==> src/rtl/sec_ack_pkg.sv <==
package sec_ack_pkg;
    localparam int ID_W   = 10;
    localparam int PRIO_W = 8;

    localparam logic [ID_W-1:0]   ID_SPURIOUS   = 10'd1023;
    localparam logic [ID_W-1:0]   ID_WRONG_GRP  = 10'd1022;
    localparam logic [ID_W-1:0]   ID_FIRST_SPEC = 10'd1020;
    localparam logic [PRIO_W-1:0] PRIO_IDLE     = '1;

    typedef enum logic [1:0] {
        OP_NONE  = 2'd0,
        OP_ACK   = 2'd1,
        OP_HPEND = 2'd2,
        OP_EOI   = 2'd3
    } acc_op_t;

    typedef struct packed {
        logic [ID_W-1:0]   id;
        logic              grp;
        logic [PRIO_W-1:0] prio;
    } act_ent_t;

    function automatic logic is_special(input logic [ID_W-1:0] id);
        return id >= ID_FIRST_SPEC;
    endfunction
endpackage

==> src/rtl/ack_id_filter.sv <==
module ack_id_filter
    import sec_ack_pkg::*;
(
    input  logic [ID_W-1:0] pend_id,
    input  logic            pend_grp,
    input  logic            eff_secure,
    input  logic            groups_on,
    input  logic            ack_ctl,
    output logic [ID_W-1:0] filt_id
);
    logic hide_g0;
    logic hide_g1;

    always_comb begin
        hide_g0 = groups_on && !pend_grp && !eff_secure;
        hide_g1 = groups_on && pend_grp && eff_secure && !ack_ctl;
        if (is_special(pend_id)) begin
            filt_id = pend_id;
        end else if (hide_g0) begin
            filt_id = ID_SPURIOUS;
        end else if (hide_g1) begin
            filt_id = ID_WRONG_GRP;
        end else begin
            filt_id = pend_id;
        end
    end
endmodule

==> src/rtl/ack_active_stack.sv <==
module ack_active_stack
    import sec_ack_pkg::*;
#(
    parameter int DEPTH = 4
) (
    input  logic              clk,
    input  logic              rst,
    input  logic              push,
    input  act_ent_t          push_ent,
    input  logic              rm,
    input  logic [$clog2(DEPTH)-1:0] rm_idx,
    input  logic [ID_W-1:0]   look_id,
    output logic              look_hit,
    output logic [$clog2(DEPTH)-1:0] look_idx,
    output logic              look_grp,
    output logic              full,
    output logic [PRIO_W-1:0] run_prio
);
    localparam int CNT_W = $clog2(DEPTH + 1);
    localparam int IDX_W = $clog2(DEPTH);

    act_ent_t         ent_q [DEPTH];
    logic [CNT_W-1:0] cnt_q;
    logic [IDX_W-1:0] top_idx;

    assign full    = (cnt_q == CNT_W'(DEPTH));
    assign top_idx = IDX_W'(cnt_q - CNT_W'(1));
    assign run_prio = (cnt_q == '0) ? PRIO_IDLE : ent_q[top_idx].prio;

    // Highest matching slot wins, so the most recent claim of an ID is found.
    always_comb begin
        look_hit = 1'b0;
        look_idx = '0;
        look_grp = 1'b0;
        for (int j = 0; j < DEPTH; j++) begin
            if (CNT_W'(j) < cnt_q && ent_q[j].id == look_id) begin
                look_hit = 1'b1;
                look_idx = IDX_W'(j);
                look_grp = ent_q[j].grp;
            end
        end
    end

    for (genvar j = 0; j < DEPTH; j++) begin : g_slot
        if (j < DEPTH - 1) begin : g_mid
            always_ff @(posedge clk) begin
                if (rst) begin
                    ent_q[j] <= '0;
                end else if (push && cnt_q == CNT_W'(j)) begin
                    ent_q[j] <= push_ent;
                end else if (rm && IDX_W'(j) >= rm_idx) begin
                    ent_q[j] <= ent_q[j+1];
                end
            end
        end else begin : g_last
            always_ff @(posedge clk) begin
                if (rst) begin
                    ent_q[j] <= '0;
                end else if (push && cnt_q == CNT_W'(j)) begin
                    ent_q[j] <= push_ent;
                end else if (rm && IDX_W'(j) >= rm_idx) begin
                    ent_q[j] <= '0;
                end
            end
        end
    end

    always_ff @(posedge clk) begin
        if (rst) begin
            cnt_q <= '0;
        end else if (push && !rm) begin
            cnt_q <= cnt_q + CNT_W'(1);
        end else if (rm && !push) begin
            cnt_q <= cnt_q - CNT_W'(1);
        end
    end

    AST_NO_OVERFLOW: assert property (@(posedge clk) disable iff (rst)
        push |-> !full);
    AST_RM_IN_RANGE: assert property (@(posedge clk) disable iff (rst)
        rm |-> (CNT_W'(rm_idx) < cnt_q));
    AST_IDLE_PRIO: assert property (@(posedge clk) disable iff (rst)
        (rm && cnt_q == CNT_W'(1)) |=> run_prio == PRIO_IDLE);
endmodule

==> src/rtl/sec_ack_unit.sv <==
module sec_ack_unit
    import sec_ack_pkg::*;
#(
    parameter int DEPTH = 4
) (
    input  logic              clk,
    input  logic              rst,
    input  logic              cfg_sec_ext,
    input  logic              cfg_groups,
    input  logic              ack_ctl,
    input  logic [1:0]        acc_op,
    input  logic              acc_secure,
    input  logic [ID_W-1:0]   pend_id,
    input  logic [PRIO_W-1:0] pend_prio,
    input  logic              pend_grp,
    input  logic [31:0]       eoi_data,
    output logic              rd_valid,
    output logic [ID_W-1:0]   rd_id,
    output logic              act_valid,
    output logic [ID_W-1:0]   act_id,
    output logic              done_valid,
    output logic [ID_W-1:0]   done_id,
    output logic [PRIO_W-1:0] run_prio
);
    localparam int IDX_W = $clog2(DEPTH);

    acc_op_t          op;
    logic             eff_secure;
    logic [ID_W-1:0]  filt_id;
    logic             full;
    logic             look_hit;
    logic             look_grp;
    logic [IDX_W-1:0] look_idx;
    logic [ID_W-1:0]  eoi_id;
    logic             is_read;
    logic             ack_ok;
    logic             eoi_drop;
    logic             eoi_ok;
    logic [ID_W-1:0]  ret_id;
    act_ent_t         new_ent;

    assign op         = acc_op_t'(acc_op);
    assign eff_secure = !cfg_sec_ext || acc_secure;
    assign eoi_id     = eoi_data[ID_W-1:0];

    ack_id_filter u_filter (
        .pend_id    (pend_id),
        .pend_grp   (pend_grp),
        .eff_secure (eff_secure),
        .groups_on  (cfg_groups),
        .ack_ctl    (ack_ctl),
        .filt_id    (filt_id)
    );

    always_comb begin
        is_read  = (op == OP_ACK) || (op == OP_HPEND);
        ack_ok   = (op == OP_ACK) && !is_special(filt_id)
                   && (pend_prio < run_prio) && !full;
        eoi_drop = cfg_sec_ext && !acc_secure && !look_grp;
        eoi_ok   = (op == OP_EOI) && look_hit && !eoi_drop;
        if (op == OP_HPEND || is_special(filt_id)) begin
            ret_id = filt_id;
        end else if (ack_ok) begin
            ret_id = pend_id;
        end else begin
            ret_id = ID_SPURIOUS;
        end
        new_ent.id   = pend_id;
        new_ent.grp  = pend_grp;
        new_ent.prio = pend_prio;
    end

    ack_active_stack #(.DEPTH(DEPTH)) u_stack (
        .clk      (clk),
        .rst      (rst),
        .push     (ack_ok),
        .push_ent (new_ent),
        .rm       (eoi_ok),
        .rm_idx   (look_idx),
        .look_id  (eoi_id),
        .look_hit (look_hit),
        .look_idx (look_idx),
        .look_grp (look_grp),
        .full     (full),
        .run_prio (run_prio)
    );

    always_ff @(posedge clk) begin
        if (rst) begin
            rd_valid   <= 1'b0;
            rd_id      <= ID_SPURIOUS;
            act_valid  <= 1'b0;
            act_id     <= '0;
            done_valid <= 1'b0;
            done_id    <= '0;
        end else begin
            rd_valid   <= is_read;
            act_valid  <= ack_ok;
            done_valid <= eoi_ok;
            if (is_read) begin
                rd_id <= ret_id;
            end
            if (ack_ok) begin
                act_id <= pend_id;
            end
            if (eoi_ok) begin
                done_id <= eoi_id;
            end
        end
    end

    AST_ACK_RAISES_RUN: assert property (@(posedge clk) disable iff (rst)
        act_valid |-> (run_prio < $past(run_prio)));
    AST_NS_HIDES_G0: assert property (@(posedge clk) disable iff (rst)
        (is_read && cfg_groups && cfg_sec_ext && !acc_secure && !pend_grp
         && !is_special(pend_id)) |=> (rd_id == ID_SPURIOUS && !act_valid));
    AST_LOW_PRIO_REFUSED: assert property (@(posedge clk) disable iff (rst)
        (op == OP_ACK && !is_special(filt_id) && pend_prio >= run_prio)
        |=> (rd_id == ID_SPURIOUS && !act_valid && $stable(run_prio)));
    AST_NS_EOI_DROPPED: assert property (@(posedge clk) disable iff (rst)
        (op == OP_EOI && cfg_sec_ext && !acc_secure && look_hit && !look_grp)
        |=> (!done_valid && $stable(run_prio)));
    AST_HPEND_NO_SIDE: assert property (@(posedge clk) disable iff (rst)
        (op == OP_HPEND) |=> (!act_valid && $stable(run_prio)));
    AST_ONE_EVENT: assert property (@(posedge clk) disable iff (rst)
        $onehot0({act_valid, done_valid}));
endmodule

==> config.mk <==
export PLATFORM = sky130hd
export DESIGN_NAME = sec_ack_unit
export DESIGN_NICKNAME = d
export VERILOG_FILES = /design/src/rtl/sec_ack_pkg.sv /design/src/rtl/ack_id_filter.sv /design/src/rtl/ack_active_stack.sv /design/src/rtl/sec_ack_unit.sv
export SDC_FILE = /design/constraint.sdc
export NUM_CORES = 1
export LEC_CHECK = 0
export ABC_AREA = 1
export BUFFER_PORTS_ARGS = -buffer_cell sky130_fd_sc_hd__buf_2
export CORE_ASPECT_RATIO = 0.9
export CORE_MARGIN = 2
export CORE_UTILIZATION = 52
export CTS_BUF_LIST = sky130_fd_sc_hd__clkbuf_16
export DETAILED_ROUTE_END_ITERATION = 10
export MAX_ROUTING_LAYER = met4
export PLACE_DENSITY = 0.77
export SLEW_MARGIN = 20
export SYNTH_ARGS = -nofsm -noshare
export SYNTH_HDL_FRONTEND = slang
export SYNTH_SLANG_ARGS = --single-unit
==> constraint.sdc <==
create_clock -name clk -period 3.3 [get_ports clk]
set_input_delay 0.66 -clock clk [delete_from_list [all_inputs] [get_ports clk]]
set_output_delay 0.66 -clock clk [all_outputs]
set_load 0.01 [all_outputs]
After elaboration in Yosys (flattened, before gate mapping) --
Memory sizes are Yosys's and may differ from the RTL's. Index checks and enable logic that the tools add are counted.
Storage, ports and cells: RAM bits 76, memories 1, output and inout port bits 41, register bits after elaboration 36
Memory list:
- u_stack.ent_q | depth 4, width 19, rd ports 5, clocked after Yosys merged registers in 0, wr ports 4, RTL line ack_active_stack.sv:22 | act_ent_t ent_q [DEPTH];
Operators by class: eq/ne operators 11, $add $sub $neg 2, reductions and logical operators 42, multiplexer cells 57, $lt $le $gt $ge 11, bitwise gates (word level) 8
Operators by type and width (number):
- $mux 19 | 8
- $mux 10 | 5
- $eq 10x10->1 | 4
- $mux 1 | 39
- $logic_and 1x1->1 | 26
- $ge 10x10->1 const B | 2
- $logic_not 1->1 | 11
- $lt 8x8->1 | 1
- $mux 8 | 1
- $or 1x1->1 | 8
- $eq 3x2->1 const B | 2
- $lt 1x3->1 const A | 2
- $lt 2x3->1 const A | 2
- $mux 3 | 2
- $eq 2x2->1 const B | 2
- $ge 1x2->1 const A | 2
- $ge 2x2->1 const A | 2
- $mux 2 | 2
- $add 3x1->3 const B | 1
- $eq 3x1->1 const B | 1
- $eq 3x3->1 const B | 1
- $logic_not 3->1 | 1
- $logic_or 1x1->1 | 3
- $sub 3x1->3 const B | 1
- other kinds (2) | 2

Longest topological paths before layout --
Gate-level depths: netlist (run 1).
depth after elaboration 18, depth in mapped cells 23

Cells and area by module --
A second synthesis (run 1) with hierarchy kept.
Second synthesis, totals: cell total of the unflattened synthesis 793, area, all modules 6394.9 sq um
By module, submodules not included:
- ack_active_stack | times used 1, cells an instance 508, area an instance 4549.4 sq um
- sec_ack_unit | times used 1, cells an instance 256, area an instance 1709.1 sq um
- ack_id_filter | times used 1, cells an instance 29, area an instance 136.4 sq um

Worst setup path after synthesis (run 1) --
OpenSTA, ideal clock, no wires.
path type reg2reg, start point reg u_stack.cnt_q[0], end point mem u_stack.ent_q[0][0] (netlist name), enable pin, setup slack -355 ps, required time 2879 ps, buffers on the path 3, period minus slack after synthesis 3655 ps, data arrival time 3234 ps, setup time 421 ps, cell stages (with the launch flop) 16, cells stage by stage dfxtp_1 -> inv_2 -> clkbuf_1 -> ha_1 -> buf_4 -> inv_2 -> a21oi_1 -> nor3_1 -> ha_1 -> a21oi_1 -> o2111a_1 -> nand4_1 -> nand2_1 -> inv_1 -> buf_2 -> o21ai_0
RTL lines:
- from (decl) | RTL line ack_active_stack.sv:23 | logic [CNT_W-1:0] cnt_q;
- from (signal assigned) | RTL line ack_active_stack.sv:72 | cnt_q <= cnt_q + CNT_W'(1);
- from (signal assigned) | RTL line ack_active_stack.sv:74 | cnt_q <= cnt_q - CNT_W'(1);
- to (decl) | RTL line ack_active_stack.sv:22

==> impl_metrics.xml, run 1 <==
<?xml version="1.0" encoding="UTF-8"?>
<metrics>
  <group name="setup_path">
    <metric name="crit_arrival" unit="ps">3170</metric>
    <metric name="critical_path.max_stage_delay" unit="ps">400</metric>
    <metric name="critical_path.slowest_cell" unit="">sky130_fd_sc_hd__dfxtp_1</metric>
    <metric name="setup.worst_path.end_class" unit="">flop</metric>
    <metric name="crit_path_cell_trace" unit="">inv_1, ha_2, inv_2, a21oi_1, nor3_2, ha_1, a21oi_1, o2111a_1, buf_4, nand4_1, nand2_1, inv_1, o21ai_2, buf_4</metric>
    <metric name="worstPathRequired" unit="ps">3350</metric>
    <metric name="crit_fanout" unit="">11</metric>
    <metric name="timing.setup.critical_path_class" unit="">flop to flop</metric>
    <metric name="cp-start-kind" unit="">flop</metric>
  </group>
  <group name="clocking">
    <metric name="post-cts-setup-buffer-count" unit="">0</metric>
    <metric name="htree_num_levels" unit="">3</metric>
    <metric name="clk_transition_reported_paths" unit="ps">70</metric>
    <metric name="cts_repair_resize_count" unit="">0</metric>
    <metric name="cts_max_path_buffers" unit="">2</metric>
    <metric name="cts.root.buffer_cell" unit="">sky130_fd_sc_hd__clkbuf_16</metric>
    <metric name="numCtsBuffers" unit="">9</metric>
    <metric name="cts.sink_count" unit="">112</metric>
    <metric name="tritoncts" unit="">done</metric>
    <metric name="count_of_hold_fix_buffers_inserted_at_cts" unit="">0</metric>
    <metric name="insertion_delay" unit="ps">350</metric>
  </group>
  <group name="hold_path">
    <metric name="hold_class" unit="">flop to flop</metric>
  </group>
  <group name="synth">
    <metric name="synth.yosys.seq_area_share" unit="%">47.88</metric>
    <metric name="ys_ff_latch" unit="">112</metric>
    <metric name="synth_nets" unit="">848</metric>
    <metric name="synth_ff_type" unit="">sky130_fd_sc_hd__edfxtp_1</metric>
    <metric name="synth.distinct_cells" unit="">36</metric>
    <metric name="synth.yosys.warnings" unit="">0</metric>
    <metric name="synthArstFlopShare" unit="%">0</metric>
    <metric name="postSynthCellCount" unit="">773</metric>
    <metric name="synth_edf_count" unit="">76</metric>
    <metric name="synth_area_per_cell" unit="um2">8.114</metric>
    <metric name="post_synth_instance_area" unit="mm2">0.006272</metric>
  </group>
  <group name="power_and_ir_drop">
    <metric name="ir_drop" unit="mV">0.2613</metric>
    <metric name="pwr_per_cell_area" unit="mW/mm2">495.9</metric>
    <metric name="p_leak" unit="uW">0.003309</metric>
  </group>
  <group name="die">
    <metric name="io-pin-count" unit="">100</metric>
    <metric name="fp.dieW" unit="um">119.8</metric>
    <metric name="floorplan.die_area" unit="mm2">0.01296</metric>
    <metric name="die_h" unit="um">108.2</metric>
    <metric name="core-area" unit="mm2">0.01193</metric>
    <metric name="initial_utilization" unit="%">52.56</metric>
    <metric name="rows" unit="">38</metric>
  </group>
  <group name="sta">
    <metric name="fin_crit" unit="ps">3112</metric>
    <metric name="rsz0062_at_grt" unit="">true</metric>
    <metric name="worst-slew-pin-transition" unit="ps">635.8</metric>
    <metric name="layout_worst_path_cycle_share" unit="%">94.30</metric>
    <metric name="finalSetupViolations" unit="">0</metric>
    <metric name="maxSlewHeadroom" unit="%">57.55</metric>
    <metric name="final-max-slew-violation-count" unit="">0</metric>
    <metric name="timing.final.hold_violations" unit="">0</metric>
    <metric name="finalHoldWorstSlack" unit="ps">469.0</metric>
    <metric name="max_freq" unit="MHz">321.4</metric>
    <metric name="clock-skew-final" unit="ps">9.806</metric>
  </group>
  <group name="final_layout">
    <metric name="layout.core_utilization" unit="%">59.74</metric>
    <metric name="n_fill_cell" unit="">1035</metric>
    <metric name="layout.area.seq" unit="mm2">0.003003</metric>
    <metric name="footprint_of_the_multi_input_gates" unit="mm2">0.002805</metric>
    <metric name="antenna-diode-count" unit="">0</metric>
    <metric name="drive_gt1_share" unit="%">17.31</metric>
    <metric name="num-nets-final" unit="">919</metric>
    <metric name="layout-area-overhead-vs-synth" unit="%">13.66</metric>
    <metric name="final_cell_area" unit="mm2">0.007129</metric>
  </group>
  <group name="grt">
    <metric name="antenna_found_initial" unit="">0</metric>
    <metric name="grt_pass1_wl" unit="mm">25.65</metric>
    <metric name="gr-total-overflow" unit="">0</metric>
    <metric name="maximum_number_of_pins_on_one_net_before_global_route_repair" unit="">35</metric>
    <metric name="first_global_vias" unit="">4919</metric>
    <metric name="grt_usage" unit="%">26.03</metric>
  </group>
  <group name="drt">
    <metric name="drt_iter0_markers" unit="">428</metric>
    <metric name="drt_first_pass_iters" unit="">5</metric>
    <metric name="num_vias" unit="">5421</metric>
    <metric name="drt-vias-per-instance" unit="">5.373</metric>
    <metric name="routed_wl" unit="mm">15.65</metric>
    <metric name="detail_route.drc_violations" unit="">0</metric>
    <metric name="route.detailed.wl_per_inst" unit="um">15.51</metric>
    <metric name="postRouteAntennaNets" unit="">0</metric>
  </group>
  <group name="placement">
    <metric name="finalWeightedCongestion" unit="">0.9300</metric>
    <metric name="quantity_of_i_o_buffers_inserted_on_ports" unit="">77</metric>
    <metric name="dp_hpwl" unit="mm">11.99</metric>
    <metric name="dpl-instance-area" unit="mm2">0.006824</metric>
  </group>
  <group name="run_status">
    <metric name="outcome" unit="">finished clean</metric>
  </group>
  <group name="flow_run">
    <metric name="drv_cap" unit="">0</metric>
  </group>
</metrics>
## layout by cell type (no fill, tap or decap), drive strengths merged
master	count
dfxtp	36
o2111a	1
clkinv	5
clkbuf	10
nor2	43
or2	3
nand3	130
and2b	1
inv	81
a21oi	39
o21ai	35
buf	97
nand4	10
edfxtp	76
xnor2	18
xor2	7
a31oi	1
nor3	27
nand3b	1
ha	16
nand2	212
## report_power, final
part	switching (uW)	internal, uW	total, uW
registers	55.7	1610	1660
logic	531	280	811
clock network	505	556	1060
total	1090	2440	3540
## sequential cells by signal, summed over array words and instances (netlist names)
name and count:
act_id 10, act_valid 1, done_id 10, done_valid 1
rd_id 10, rd_valid 1, u_stack.cnt_q 3, u_stack.ent_q 76
## cells by family (layout without fill, tap and decap cells)
kind of cell	Yosys count	count (layout)	synth area share [%]
AND/OR/NAND/NOR	427	427	31.22
AO/OA/AOI/OAI	76	76	6.244
adder cells (fa/ha/maj)	16	16	3.192
flip-flops	112	112	47.88
buffers and inverters	117	193	7.979
XOR/XNOR	25	25	3.491
## layer usage
layer | wire [um] | global-route usage [%]
met1 | 7443 | 37.95
met5 | 0 | -
met2 | 6940 | 38.61
met3 | 1048 | 2.743
met4 | 221 | 7.647
## synth_stat cells (2+ instances only)
cell | number | area, um2
sky130_fd_sc_hd__xnor2_1 | 18 | 157.7
sky130_fd_sc_hd__nor2_1 | 36 | 135.1
sky130_fd_sc_hd__inv_1 | 65 | 244.0
sky130_fd_sc_hd__nor3_1 | 27 | 135.1
sky130_fd_sc_hd__nand4_1 | 10 | 62.56
sky130_fd_sc_hd__buf_4 | 3 | 22.52
sky130_fd_sc_hd__nand2_2 | 3 | 18.77
sky130_fd_sc_hd__clkbuf_1 | 13 | 48.80
sky130_fd_sc_hd__ha_1 | 16 | 200.2
sky130_fd_sc_hd__nor2_8 | 3 | 60.06
sky130_fd_sc_hd__nor2_2 | 2 | 12.51
sky130_fd_sc_hd__nand3_4 | 2 | 35.03
sky130_fd_sc_hd__o21ai_1 | 2 | 10.01
sky130_fd_sc_hd__clkinv_1 | 3 | 11.26
sky130_fd_sc_hd__inv_2 | 12 | 45.04
sky130_fd_sc_hd__nand3_2 | 2 | 20.02
sky130_fd_sc_hd__dfxtp_1 | 36 | 720.7
sky130_fd_sc_hd__or2_2 | 2 | 12.51
sky130_fd_sc_hd__a21oi_1 | 39 | 195.2
sky130_fd_sc_hd__o21ai_0 | 32 | 160.2
sky130_fd_sc_hd__nand3_1 | 126 | 630.6
sky130_fd_sc_hd__buf_2 | 13 | 65.06
sky130_fd_sc_hd__nand2_1 | 208 | 780.8
sky130_fd_sc_hd__buf_1 | 4 | 15.01
sky130_fd_sc_hd__xor2_1 | 7 | 61.31
sky130_fd_sc_hd__buf_6 | 3 | 33.78
sky130_fd_sc_hd__nor2_4 | 2 | 22.52
sky130_fd_sc_hd__edfxtp_1 | 76 | 2282
## path summary, 6_finish.rpt
check | startpoint | end | slack (ps) | cells after the start
max reg2reg | u_stack.cnt_q[1] | u_stack.ent_q[0][18] | 190 | 14
min | done_id[4] | done_id[4] | 470 | 2
min reg2reg | done_id[4] | done_id[4] | 470 | 2
max | u_stack.cnt_q[1] | u_stack.ent_q[0][18] | 190 | 14
## stage by stage
stage	cells	setup slack [ps]	power, uW	TNS (ps)
detailed placement	993	143.2	2486	0
floorplan	773	44.14	2206	0
global placement	993	208.1	2464	0
global route	1009	-6.074	3688	-12.30
CTS	1009	126.8	3518	0
finish	1009	188.2	3535	0
## critical path: cells and delay by family, from the launching register on
family	cells	cell delay (ps)
buf+inv	5	680
compound gates	4	710
fa+ha+maj	2	690
simple gates	3	340
flops	1	400
## final cells by class
class	instances	share of cell area, %
Sequential cell	112	42.12
Multi-Input combinational cell	544	39.35
Timing Repair Buffer	97	7.511
Inverter	80	4.212
Clock buffer	10	3.510
Tap cell	160	2.808
Clock inverter	6	0.4914
No activity file was read; power rests on OpenSTA's default activity.
==> inputs of run 2 (changes only) <==
--- a/config.mk
+++ b/config.mk
@@ -7,7 +7,6 @@
 export LEC_CHECK = 0
 export ABC_AREA = 1
 export BUFFER_PORTS_ARGS = -buffer_cell sky130_fd_sc_hd__buf_2
-export CORE_ASPECT_RATIO = 0.9
 export CORE_MARGIN = 2
 export CORE_UTILIZATION = 52
 export CTS_BUF_LIST = sky130_fd_sc_hd__clkbuf_16
@@ -17,4 +16,5 @@
 export SLEW_MARGIN = 20
 export SYNTH_ARGS = -nofsm -noshare
 export SYNTH_HDL_FRONTEND = slang
+export SYNTH_HIERARCHICAL = 1
 export SYNTH_SLANG_ARGS = --single-unit
==> constraint.sdc (replaced) <==
create_clock -name clk -period 3.3 [get_ports clk]
set_input_delay 0.99 -clock clk [delete_from_list [all_inputs] [get_ports clk]]
set_output_delay 0.99 -clock clk [all_outputs]
set_load 0.01 [all_outputs]
==> run 2 against run 1 <==
- global-route usage down 0.55 points
- sequential power about the same
- die area up 1.9%
- worst hold slack got worse by 5.5 ps
- clock power rose by 13%
- area after synthesis grew 2.0%
- register-to-register slack better by 40 ps
- routed wire length is 0.11% higher
- maximum frequency fell by 0.25%
- sequential cell count unchanged
- via count increased by 4.2%
- critical endpoint is now u_stack/ent_q[2][2]
==> impl_metrics.xml, run 2 <==
<?xml version="1.0" encoding="UTF-8"?>
<metrics>
  <group name="synth">
    <metric name="postSynthCellCount" unit="">793</metric>
    <metric name="synth_area_per_cell" unit="um2">8.064</metric>
    <metric name="synth_top_cells_by_area" unit="">sky130_fd_sc_hd__edfxtp_1 (36%), sky130_fd_sc_hd__dfxtp_1 (11%), sky130_fd_sc_hd__nand2_1 (8.6%)</metric>
    <metric name="synth_ff_type" unit="">sky130_fd_sc_hd__edfxtp_1</metric>
    <metric name="synth_largest_type_area_fraction" unit="%">35.69</metric>
    <metric name="synth.distinct_cells" unit="">35</metric>
    <metric name="synth_largest_area_cell" unit="">sky130_fd_sc_hd__edfxtp_1</metric>
    <metric name="synth.yosys.warnings" unit="">6</metric>
    <metric name="synthArstFlopShare" unit="%">0</metric>
    <metric name="post_synth_instance_area" unit="mm2">0.006395</metric>
    <metric name="synth.cells.most_frequent" unit="">sky130_fd_sc_hd__nand2_1 (146), sky130_fd_sc_hd__inv_1 (133), sky130_fd_sc_hd__nor2_1 (125)</metric>
    <metric name="ys_ff_latch" unit="">112</metric>
    <metric name="yosysMostFrequentCell" unit="">sky130_fd_sc_hd__nand2_1</metric>
    <metric name="synth_nets" unit="">868</metric>
    <metric name="synth_edf_count" unit="">76</metric>
    <metric name="synth.yosys.seq_area_share" unit="%">46.96</metric>
  </group>
  <group name="sta">
    <metric name="final-max-slew-violation-count" unit="">0</metric>
    <metric name="worst-slew-pin-transition" unit="ps">666.1</metric>
    <metric name="rsz0062_at_grt" unit="">true</metric>
    <metric name="finalSetupViolations" unit="">0</metric>
    <metric name="fin_crit" unit="ps">3120</metric>
    <metric name="setup_tns" unit="ps">0</metric>
    <metric name="maxSlewHeadroom" unit="%">55.59</metric>
    <metric name="clock-skew-final" unit="ps">10.66</metric>
    <metric name="timing.final.hold_violations" unit="">0</metric>
    <metric name="layout_worst_path_cycle_share" unit="%">94.54</metric>
    <metric name="max_freq" unit="MHz">320.5</metric>
  </group>
  <group name="die">
    <metric name="io-pin-count" unit="">100</metric>
    <metric name="floorplan.die_area" unit="mm2">0.01320</metric>
    <metric name="initial_utilization" unit="%">53.24</metric>
    <metric name="core-area" unit="mm2">0.01201</metric>
    <metric name="rows" unit="">40</metric>
    <metric name="die_h" unit="um">114.9</metric>
    <metric name="fp.dieW" unit="um">114.9</metric>
  </group>
  <group name="drt">
    <metric name="drt_iter0_markers" unit="">459</metric>
    <metric name="detail_route.drc_violations" unit="">0</metric>
    <metric name="drt-vias-per-instance" unit="">5.322</metric>
    <metric name="num_vias" unit="">5647</metric>
    <metric name="routed_wl" unit="mm">15.67</metric>
    <metric name="postRouteAntennaNets" unit="">0</metric>
    <metric name="route.detailed.wl_per_inst" unit="um">14.77</metric>
    <metric name="drt_first_pass_iters" unit="">5</metric>
  </group>
  <group name="power_and_ir_drop">
    <metric name="p_sw_share" unit="%">30.47</metric>
    <metric name="seq_power_share" unit="%">43.7</metric>
    <metric name="pwr_per_cell_area" unit="mW/mm2">487.1</metric>
    <metric name="p_leak" unit="uW">0.003663</metric>
    <metric name="ir_drop" unit="mV">0.3793</metric>
    <metric name="share_comb_of_total_power" unit="%">24.7</metric>
    <metric name="p_switching" unit="uW">1157</metric>
    <metric name="internal_power" unit="uW">2641</metric>
    <metric name="pwr-share-clk" unit="%">31.6</metric>
  </group>
  <group name="setup_path">
    <metric name="critical_path.slowest_cell" unit="">sky130_fd_sc_hd__nor3_2</metric>
    <metric name="crit_path_cell_trace" unit="">buf_2, inv_1, o21ai_0, nor3_2, nand3_1, nand2_1, nand3_2, a21oi_2, or2_1, nand2_1, inv_1, inv_1, a21oi_2, nand3_2, o21a_1, buf_4, buf_12, a211oi_1</metric>
    <metric name="timing.reg2reg.setup_slack" unit="ps">230</metric>
    <metric name="setup.worst_path.end_class" unit="">flop</metric>
    <metric name="crit_arrival" unit="ps">3300</metric>
    <metric name="cp-start-kind" unit="">input port</metric>
    <metric name="r2r.worst_path.cells" unit="">25</metric>
    <metric name="worstPathRequired" unit="ps">3480</metric>
    <metric name="timing.setup.critical_path_class" unit="">input port to flop</metric>
    <metric name="worst_r2r_startpoint" unit="">u_stack/cnt_q[1]</metric>
    <metric name="crit_fanout" unit="">8</metric>
    <metric name="critical_path.max_stage_delay" unit="ps">230</metric>
    <metric name="critPathMostFrequentCell" unit="">sky130_fd_sc_hd__inv_1</metric>
    <metric name="worst_r2r_endpoint" unit="">u_stack/ent_q[2][2]</metric>
  </group>
  <group name="clocking">
    <metric name="cts_max_path_buffers" unit="">2</metric>
    <metric name="insertion_delay" unit="ps">360</metric>
    <metric name="htree_num_levels" unit="">3</metric>
    <metric name="clk_transition_reported_paths" unit="ps">70</metric>
    <metric name="cts.root.buffer_cell" unit="">sky130_fd_sc_hd__clkbuf_16</metric>
    <metric name="count_of_hold_fix_buffers_inserted_at_cts" unit="">0</metric>
    <metric name="cts.sink_count" unit="">112</metric>
    <metric name="tritoncts" unit="">done</metric>
    <metric name="numCtsBuffers" unit="">9</metric>
  </group>
  <group name="hold_path">
    <metric name="worst_hold_path.num_cells" unit="">2</metric>
    <metric name="worstHoldStart" unit="">rd_id[5]</metric>
    <metric name="hold_class" unit="">flop to flop</metric>
    <metric name="timing.hold.worst_endpoint" unit="">rd_id[5]</metric>
  </group>
  <group name="final_layout">
    <metric name="antenna-diode-count" unit="">0</metric>
    <metric name="drive_gt1_share" unit="%">23.52</metric>
    <metric name="n_fill_cell" unit="">1009</metric>
    <metric name="largest_register_ff_count" unit="">76</metric>
    <metric name="layout_commonest_cell" unit="">sky130_fd_sc_hd__nand2_1</metric>
    <metric name="layout-area-overhead-vs-synth" unit="%">21.95</metric>
    <metric name="num-nets-final" unit="">984</metric>
    <metric name="layout.core_utilization" unit="%">64.93</metric>
    <metric name="mostFrequentLayoutCells" unit="">sky130_fd_sc_hd__nand2_1 (142), sky130_fd_sc_hd__inv_1 (129), sky130_fd_sc_hd__nor2_1 (124)</metric>
    <metric name="regMostFlops" unit="">u_stack/ent_q</metric>
  </group>
  <group name="placement">
    <metric name="quantity_of_i_o_buffers_inserted_on_ports" unit="">77</metric>
    <metric name="finalWeightedCongestion" unit="">0.9616</metric>
    <metric name="dp_hpwl" unit="mm">11.71</metric>
  </group>
  <group name="grt">
    <metric name="grt_pass1_wl" unit="mm">25.48</metric>
    <metric name="first_global_vias" unit="">5234</metric>
    <metric name="gr-total-overflow" unit="">0</metric>
    <metric name="grt_usage" unit="%">25.48</metric>
    <metric name="maximum_number_of_pins_on_one_net_before_global_route_repair" unit="">23</metric>
    <metric name="antenna_found_initial" unit="">0</metric>
  </group>
  <group name="flow_run">
    <metric name="drv_cap" unit="">0</metric>
  </group>
  <group name="run_status">
    <metric name="outcome" unit="">finished clean</metric>
  </group>
</metrics>
## run 2: changes by cell type after synthesis, moves of 8 or more
cell	previous run	this run
sky130_fd_sc_hd__a211oi_1	0	17
sky130_fd_sc_hd__a211oi_2	0	11
sky130_fd_sc_hd__a21oi_1	39	31
sky130_fd_sc_hd__inv_1	65	133
sky130_fd_sc_hd__nand2_1	208	146
sky130_fd_sc_hd__nand3_1	126	15
sky130_fd_sc_hd__nand4_1	10	23
sky130_fd_sc_hd__nor2_1	36	125
sky130_fd_sc_hd__nor3_1	27	4
sky130_fd_sc_hd__o22ai_1	0	38
sky130_fd_sc_hd__or2_1	1	9
## run 2: cell type report
cell class | count | area [um2] | share of cell area [%]
multi-input cells | 509 | 2805 | 35.97
clock buffers | 9 | 225.2 | 2.888
well taps | 147 | 183.9 | 2.358
repair buffers | 138 | 934.6 | 11.98
inverters | 139 | 539.3 | 6.915
flip-flops and latches | 112 | 3004 | 38.52
clock inverters | 7 | 106.4 | 1.364
## run 2: repair_timing
item | 4_1_cts | 5_1_grt
buffers inserted | 0 | 1
endpoints found under the setup margin | 0 | 91
gates resized for setup | 0 | 11
## run 2: logic make-up after synthesis
logic type / after synthesis / share of synthesized area (%)
flops: 112 / 46.96
xor+xnor: 16 / 2.191
fa+ha+maj: 16 / 3.130
buf+inv: 172 / 11.25
compound gates: 134 / 13.29
simple gates: 343 / 23.19
## run 2: through the flow
stage / worst slack, ps / cell area [um2] / instances / hold slack [ps] / total power (uW)
after floorplan: -22.13 / 6551 / 793 / 498.7 / 2306
after global placement: -158.4 / 7421 / 1044 / 445.5 / 2584
after detailed placement: -223.9 / 7421 / 1044 / 447.2 / 2609
after CTS: 72.55 / 7752 / 1060 / 466.9 / 3796
after global routing: -54.31 / 7799 / 1061 / 490.6 / 3988
final: 180.3 / 7799 / 1061 / 463.6 / 3798
## run 2: metal layers
| metal | wire, um | vias to the layer above | part of all wire [%] | track usage, % |
|---|---|---|---|---|
| li1 | - | 2836 | - | - |
| met1 | 6942 | 2562 | 44 | 34.18 |
| met2 | 7297 | 236 | 47 | 40.39 |
| met3 | 1239 | 13 | 7.9 | 3.585 |
| met4 | 189 | 0 | 1.2 | 7.711 |
| met5 | 0 | - | 0 | - |
## run 2: how the worst max path moves through the flow
stage | start | depth (start not counted) | to
3_3_place_gp | cfg_sec_ext | 18 | u_stack/ent_q[2][9]
3_5_place_dp | eoi_data[9] | 21 | u_stack/ent_q[2][2]
5_1_grt | eoi_data[0] | 19 | u_stack/ent_q[2][1]
2_1_floorplan | u_stack/cnt_q[0] | 28 | u_stack/ent_q[2][0]
6_report | eoi_data[5] | 18 | u_stack/ent_q[2][2]
4_1_cts | eoi_data[9] | 21 | u_stack/ent_q[2][2]
## run 2: power by group through the flow
| stage | clock (uW) | sequential, uW | combinational, uW |
|---|---|---|---|
| 6_report | 1200 | 1660 | 937 |
| 5_1_grt | 1260 | 1670 | 1050 |
| 4_1_cts | 1210 | 1660 | 925 |
| 3_5_place_dp | 0 | 1690 | 919 |
| 3_3_place_gp | 0 | 1690 | 898 |
| 2_1_floorplan | 0 | 1700 | 608 |
## run 2: worst max-delay path, delay by kind of cell
kind,cells,cell delay (ps)
compound gates,5,710
buf+inv,6,730
simple gates,7,860
